[config.mk]
export PLATFORM = sky130hd
export DESIGN_NAME = hec_align_hunter
export DESIGN_NICKNAME = d
export VERILOG_FILES = /design/src/rtl/hec_hunt_pkg.sv /design/src/rtl/hec_crc_calc.sv /design/src/rtl/hec_win_shift.sv /design/src/rtl/hec_phase_ctrl.sv /design/src/rtl/hec_align_hunter.sv
export SDC_FILE = /design/constraint.sdc
export NUM_CORES = 1
export LEC_CHECK = 0
export ABC_AREA = 1
export BUFFER_PORTS_ARGS = -buffer_cell sky130_fd_sc_hd__buf_2
export CORE_ASPECT_RATIO = 0.8
export CORE_MARGIN = 2
export CORE_UTILIZATION = 40
export CTS_CLUSTER_DIAMETER = 50
export DETAILED_ROUTE_END_ITERATION = 6
export PLACE_DENSITY = 0.6
export SYNTH_ARGS = -nofsm -noshare
export SYNTH_HDL_FRONTEND = slang
export SYNTH_HIERARCHICAL = 1
export SYNTH_SLANG_ARGS = --single-unit
export TNS_END_PERCENT = 1
[constraint.sdc]
create_clock -name clk -period 3.2 [get_ports clk]
set_input_delay 0 -clock clk [delete_from_list [all_inputs] [get_ports clk]]
set_output_delay 0 -clock clk [all_outputs]
set_load 0.005 [all_outputs]
[src/rtl/hec_hunt_pkg.sv]
package hec_hunt_pkg;
  localparam int HDR_BYTES = 4;
  localparam int CHK_W     = 8;
  localparam int HDR_W     = HDR_BYTES * 8;
  localparam int WIN_W     = HDR_W + CHK_W;
  localparam int CELL_BYTES = 53;
  localparam int IDX_W     = $clog2(CELL_BYTES);
  localparam logic [CHK_W-1:0] CHK_POLY  = 8'h07;
  localparam logic [CHK_W-1:0] CHK_COSET = 8'h55;
endpackage

[src/rtl/hec_crc_calc.sv]
module hec_crc_calc #(
  parameter int DATA_W = 32,
  parameter int CRC_W = 8,
  parameter logic [CRC_W-1:0] POLY = 8'h07,
  parameter logic [CRC_W-1:0] COSET = 8'h55
) (
  input  logic [DATA_W-1:0] data_i,
  output logic [CRC_W-1:0]  chk_o
);
  // One stage per data bit, oldest bit (MSB) entering first.
  logic [CRC_W-1:0] stage [DATA_W+1];
  assign stage[0] = '0;

  genvar gi;
  generate
    for (gi = 0; gi < DATA_W; gi++) begin : g_step
      logic fb;
      assign fb = stage[gi][CRC_W-1] ^ data_i[DATA_W-1-gi];
      assign stage[gi+1] = {stage[gi][CRC_W-2:0], 1'b0} ^ (fb ? POLY : '0);
    end
  endgenerate

  assign chk_o = stage[DATA_W] ^ COSET;
endmodule

[src/rtl/hec_win_shift.sv]
module hec_win_shift #(
  parameter int WIN_W = 40
) (
  input  logic             clk,
  input  logic             rst_n,
  input  logic             vld_i,
  input  logic             din_i,
  output logic [WIN_W-1:0] win_next_o,
  output logic             full_next_o
);
  localparam int FILL_W = $clog2(WIN_W + 1);

  logic [WIN_W-1:0]  sr_q, sr_d;
  logic [FILL_W-1:0] fill_q, fill_d;

  always_comb begin
    sr_d   = sr_q;
    fill_d = fill_q;
    if (vld_i) begin
      sr_d = {sr_q[WIN_W-2:0], din_i};
      if (fill_q != FILL_W'(WIN_W)) fill_d = fill_q + 1'b1;
    end
  end

  always_ff @(posedge clk or negedge rst_n) begin
    if (!rst_n) begin
      sr_q   <= '0;
      fill_q <= '0;
    end else if (vld_i) begin
      sr_q   <= sr_d;
      fill_q <= fill_d;
    end
  end

  assign win_next_o  = sr_d;
  assign full_next_o = vld_i && (fill_q >= FILL_W'(WIN_W - 1));

  a_r7_window_holds: assert property (@(posedge clk) disable iff (!rst_n)
    !vld_i |=> $stable(sr_q));
  a_r3_fill_bounded: assert property (@(posedge clk) disable iff (!rst_n)
    fill_q <= FILL_W'(WIN_W));
endmodule

[src/rtl/hec_phase_ctrl.sv]
module hec_phase_ctrl
  import hec_hunt_pkg::*;
#(
  parameter int CELL_N = CELL_BYTES,
  parameter int HDR_N = HDR_BYTES,
  localparam int IW = $clog2(CELL_N)
) (
  input  logic             clk,
  input  logic             rst_n,
  input  logic             vld_i,
  input  logic             restart_i,
  input  logic             sync_mode_i,
  input  logic             sync_pulse_i,
  input  logic             full_i,
  input  logic [CHK_W-1:0] chk_i,
  input  logic [7:0]       tail_i,
  output logic [7:0]       byte_o,
  output logic             byte_vld_o,
  output logic             cell_start_o,
  output logic             locked_o
);
  logic          locked_q, locked_d;
  logic [2:0]    bitc_q, bitc_d;
  logic [IW-1:0] idx_q, idx_d;
  logic [7:0]    byte_q, byte_d;
  logic          bvld_q, bvld_d;
  logic          cs_q, cs_d;
  logic          hit;

  assign hit = full_i && (chk_i == tail_i);

  always_comb begin
    locked_d = locked_q;
    bitc_d   = bitc_q;
    idx_d    = idx_q;
    byte_d   = byte_q;
    bvld_d   = 1'b0;
    cs_d     = 1'b0;
    if (restart_i) begin
      locked_d = 1'b0;
    end else if (vld_i) begin
      if (sync_mode_i && sync_pulse_i) begin
        locked_d = 1'b1;
        bitc_d   = 3'd1;
        idx_d    = '0;
      end else if (locked_q) begin
        if (bitc_q == 3'd7) begin
          bitc_d = 3'd0;
          byte_d = tail_i;
          bvld_d = 1'b1;
          cs_d   = (idx_q == '0);
          idx_d  = (idx_q == IW'(CELL_N - 1)) ? '0 : idx_q + 1'b1;
        end else begin
          bitc_d = bitc_q + 3'd1;
        end
      end else if (!sync_mode_i && hit) begin
        locked_d = 1'b1;
        bitc_d   = 3'd0;
        idx_d    = IW'(HDR_N + 1);
      end
    end
  end

  always_ff @(posedge clk or negedge rst_n) begin
    if (!rst_n) begin
      locked_q <= 1'b0;
      bitc_q   <= '0;
      idx_q    <= '0;
      byte_q   <= '0;
      bvld_q   <= 1'b0;
      cs_q     <= 1'b0;
    end else begin
      locked_q <= locked_d;
      bitc_q   <= bitc_d;
      idx_q    <= idx_d;
      byte_q   <= byte_d;
      bvld_q   <= bvld_d;
      cs_q     <= cs_d;
    end
  end

  assign byte_o       = byte_q;
  assign byte_vld_o   = bvld_q;
  assign cell_start_o = cs_q;
  assign locked_o     = locked_q;

  a_r7_byte_needs_bit: assert property (@(posedge clk) disable iff (!rst_n)
    bvld_q |-> $past(vld_i));
  a_r5_no_byte_unlocked: assert property (@(posedge clk) disable iff (!rst_n)
    !locked_q |=> !bvld_q);
  a_r6_start_with_byte: assert property (@(posedge clk) disable iff (!rst_n)
    cs_q |-> bvld_q);
  a_r8_restart_clears: assert property (@(posedge clk) disable iff (!rst_n)
    restart_i |=> !locked_q);
  a_r10_lock_sticky: assert property (@(posedge clk) disable iff (!rst_n)
    (locked_q && !restart_i) |=> locked_q);
  a_r9_no_hunt_in_sync: assert property (@(posedge clk) disable iff (!rst_n)
    (!locked_q && sync_mode_i && !(vld_i && sync_pulse_i)) |=> !locked_q);
  a_r3_lock_on_valid_bit: assert property (@(posedge clk) disable iff (!rst_n)
    $rose(locked_q) |-> $past(vld_i));
endmodule

[src/rtl/hec_align_hunter.sv]
module hec_align_hunter
  import hec_hunt_pkg::*;
#(
  parameter int CELL_N = CELL_BYTES,
  parameter int HDR_N = HDR_BYTES,
  localparam int HW = HDR_N * 8,
  localparam int WW = HW + CHK_W
) (
  input  logic       clk,
  input  logic       rst_n,
  input  logic       bit_in,
  input  logic       bit_vld,
  input  logic       restart,
  input  logic       sync_mode,
  input  logic       sync_pulse,
  output logic [7:0] byte_out,
  output logic       byte_vld,
  output logic       cell_start,
  output logic       locked
);
  logic [WW-1:0]    win_next;
  logic             full_next;
  logic [CHK_W-1:0] chk;

  hec_win_shift #(.WIN_W(WW)) u_win (
    .clk(clk), .rst_n(rst_n), .vld_i(bit_vld), .din_i(bit_in),
    .win_next_o(win_next), .full_next_o(full_next)
  );

  hec_crc_calc #(.DATA_W(HW), .CRC_W(CHK_W), .POLY(CHK_POLY), .COSET(CHK_COSET)) u_crc (
    .data_i(win_next[WW-1:CHK_W]), .chk_o(chk)
  );

  hec_phase_ctrl #(.CELL_N(CELL_N), .HDR_N(HDR_N)) u_ctrl (
    .clk(clk), .rst_n(rst_n), .vld_i(bit_vld), .restart_i(restart),
    .sync_mode_i(sync_mode), .sync_pulse_i(sync_pulse), .full_i(full_next),
    .chk_i(chk), .tail_i(win_next[7:0]), .byte_o(byte_out),
    .byte_vld_o(byte_vld), .cell_start_o(cell_start), .locked_o(locked)
  );
endmodule

==> run metrics <==
status=finished, violations left; failing checks=negative setup slack; Skew-Pair Late Insertion Delay=340 ps; Achievable Freq=~0.28 GHz; Crit Path Max Fanout=5; 1st-pass router iterations=5; Tmin final=between 3000 and 4000 ps; Max H-tree Level=3; flop-to-flop setup slack=-350 ps; CORE AREA=approximately 12,000 um^2; Cells after Synth=between 700 and 800; fin util=52.6%; CTS Root Cell=clkbuf_16; hold endpoint=u_win/sr_q[35]$_DFFE_PN0P_; hold path startpoint=bit_vld; Starting Density=around 42%; measured slew at the worst slew-check pin=slightly below 1000 ps; Yosys top cell area share=34.2%; die area=13,000 um^2; Worst path max stage delay=approximately 350 ps; DR WL/cell=between 10 and 15 um; Final Hold Viols=0; Worst R2R Path Depth=28; Die Height=102 um; reg-to-reg endpoint=u_ctrl/bitc_q[2]$_DFFE_PN0P_; Setup crit start kind=register; most frequent cells in the layout=210 x nand2_1, 82 x nand2_2, 69 x inv_1; Mapped Area=between 4000 and 5000 um^2; Final ANT Viol Nets=0; number of buffers added on ports=17; Area Overhead vs Synth=26.6%; cell mode on critical path=nand2_4; wirelength, routed=about 12,000 um; post-synth net total=slightly above 700; Worst Hold Depth=2; Setup CP Type=reg -> reg; total number of vias=around 4.6k; vias in the first global route=roughly 4.1k; FFs w/ async S/R, synth=100%; grt total ovfl=0; CP Buf/Inv Count=5; FILL cells=1,100; Yosys warnings=6; Largest delay share family, worst path=simple AND/OR/NAND/NOR gates; worst endpoint required time=between 3000 and 4000 ps; worst r2r src=u_win/sr_q[35]$_DFFE_PN0P_; slew margin rel.=between 30% and 40%; GPL Wtd Cong=0.816; Overall Global Routing Usage=18.3%; diode count=0; largest net degree at the start of global routing=50; slowest stage cell, crit path=dfrtp_1; fin cells=923; estimated wirelength of the detail-placed design=between 8000 and 9000 um; Die Span X=127 um; unrepaired setup endpoints after global routing=yes; CTS buffer count=9; final worst slack=-350 ps; vias per inst=around 4.9; Top FF cell, synth=dfrtp_1; Yosys cell types=36; Clock Skews=approximately 9.6 ps; Seq cells post-synth=66; CP arrival=between 3000 and 4000 ps; # DRC=0; Worst-path clk slew=~60 ps; top cell type by total area after synthesis=dfrtp_1; crit end category=register; Worst Hold Class=in -> reg; Ports=18; worst slack, placed=-583 ps; initial antenna violation count=0; Syn Area/Cell=about 6.8 um^2; EDFF count, synth=0; fin crit share=111%; Sink Count=between 60 and 70; max_cap viols=0; largest cells by area after synthesis=dfrtp_1 34%, nand2_1 21%, inv_1 5.9%, nand3_1 4.9%, o21ai_0 4.5%; placed cells=~900; Longest Clk Path Bufs=2; hold slack=roughly 100 ps; max-slew violations=0; # nets final=783; first-pass GRT wire length=roughly 19,000 um; Site Rows=35; commonest non-fill, non-tap cell in the layout=nand2_1; TritonCTS clock tree=yes; fraction of layout cells with a size suffix above 1=33.7%; initial DRC count=roughly 250; Seq/Total Area, Yosys=between 30 and 40%; final setup violation count=10
[metrics by stage]
step / area [um^2] / TNS (ps)
2_1_floorplan: 4840 / 0
3_3_place_gp: 5220 / -4690
3_5_place_dp: 5220 / -5660
4_1_cts: 5840 / -2710
5_1_grt: 6120 / -6270
6_report: 6120 / -3200
[synth_stat cells, types with 3 or more instances]
library cell  number
nand2_1          275
inv_1             76
dfrtp_1           66
nand3_1           47
o21ai_0           43
o21ai_1           39
nand2_2           32
inv_2             23
nor2_1            20
nand4_1           15
buf_6             11
xor2_1            10
nand2_4            8
xnor2_1            8
ha_1               6
nand3b_1           5
clkbuf_1           4
nor2_2             3
[registers in the layout, summed over array words and instances, names as in the netlist]
| signal | flops |
|---|---|
| u_ctrl/cell_start_o | 1 |
| u_ctrl/idx_q | 6 |
| u_win/sr_q | 40 |
| u_ctrl/locked_o | 1 |
| u_ctrl/byte_o | 8 |
| u_ctrl/bitc_q | 3 |
| u_ctrl/byte_vld_o | 1 |
| u_win/fill_q | 6 |
[logic make-up (layout without fill, tap and decap cells)]
family / Yosys count / in the layout / share of synthesized area [%]
and+or+nand+nor: 414 / 414 / 38.9
buffers and inverters: 118 / 179 / 11.0
AOI/OAI and AO/OA: 88 / 88 / 9.60
DFF: 66 / 66 / 34.2
xor gates and xnor gates: 22 / 22 / 4.73
adders and majority gates: 6 / 6 / 1.55
[layer usage]
metal  GRT usage, %  share of wire [%]
met5              0                  0
met4           3.97               0.94
met3           4.03                2.9
met2           30.0                 46
met1           25.2                 50
[layout make-up]
class	count	area, um^2	share of cell area, %
Timing Repair Buffer	63	463	7.56
Clock inverter	6	95.1	1.55
Sequential cell	66	1650	27.0
Clock buffer	10	239	3.90
Multi-Input combinational cell	530	3110	50.7
Tap cell	148	185	3.02
Inverter	100	383	6.25
[worst max-delay path by stage]
stage	startpoint	endpoint	slack (ps)	cells past startpoint
after global placement	bit_vld	u_ctrl/bitc_q[1]$_DFFE_PN0P_	-480	31
after global routing	u_win/sr_q[35]$_DFFE_PN0P_	u_ctrl/bitc_q[2]$_DFFE_PN0P_	-660	36
after floorplan	u_win/sr_q[31]$_DFFE_PN0P_	u_ctrl/bitc_q[0]$_DFFE_PN0P_	40	29
after detailed placement	bit_vld	u_ctrl/idx_q[0]$_DFFE_PN0P_	-580	30
final	u_win/sr_q[35]$_DFFE_PN0P_	u_ctrl/bitc_q[2]$_DFFE_PN0P_	-350	28
after CTS	u_win/sr_q[37]$_DFFE_PN0P_	u_ctrl/bitc_q[1]$_DFFE_PN0P_	-300	32
[repair_timing]
item,in CTS,in global routing
cloned,1,0
setup buffers,7,2
pin swaps,41,61
setup endpoints to repair,10,10
hold endpoints to repair,43,0
hold buffers,3,0
gates resized for setup,60,81
[worst reg2reg max path: cells and delay by family, from the launching register on]
kind	cells	cell delay (ps)
flops	1	350
buf+inv	5	530
xor+xnor	2	290
simple gates	18	1730
compound gates	3	560
Power is not shown: default switching activity piles up to over one toggle a cycle in this logic, so the estimate is an artifact.
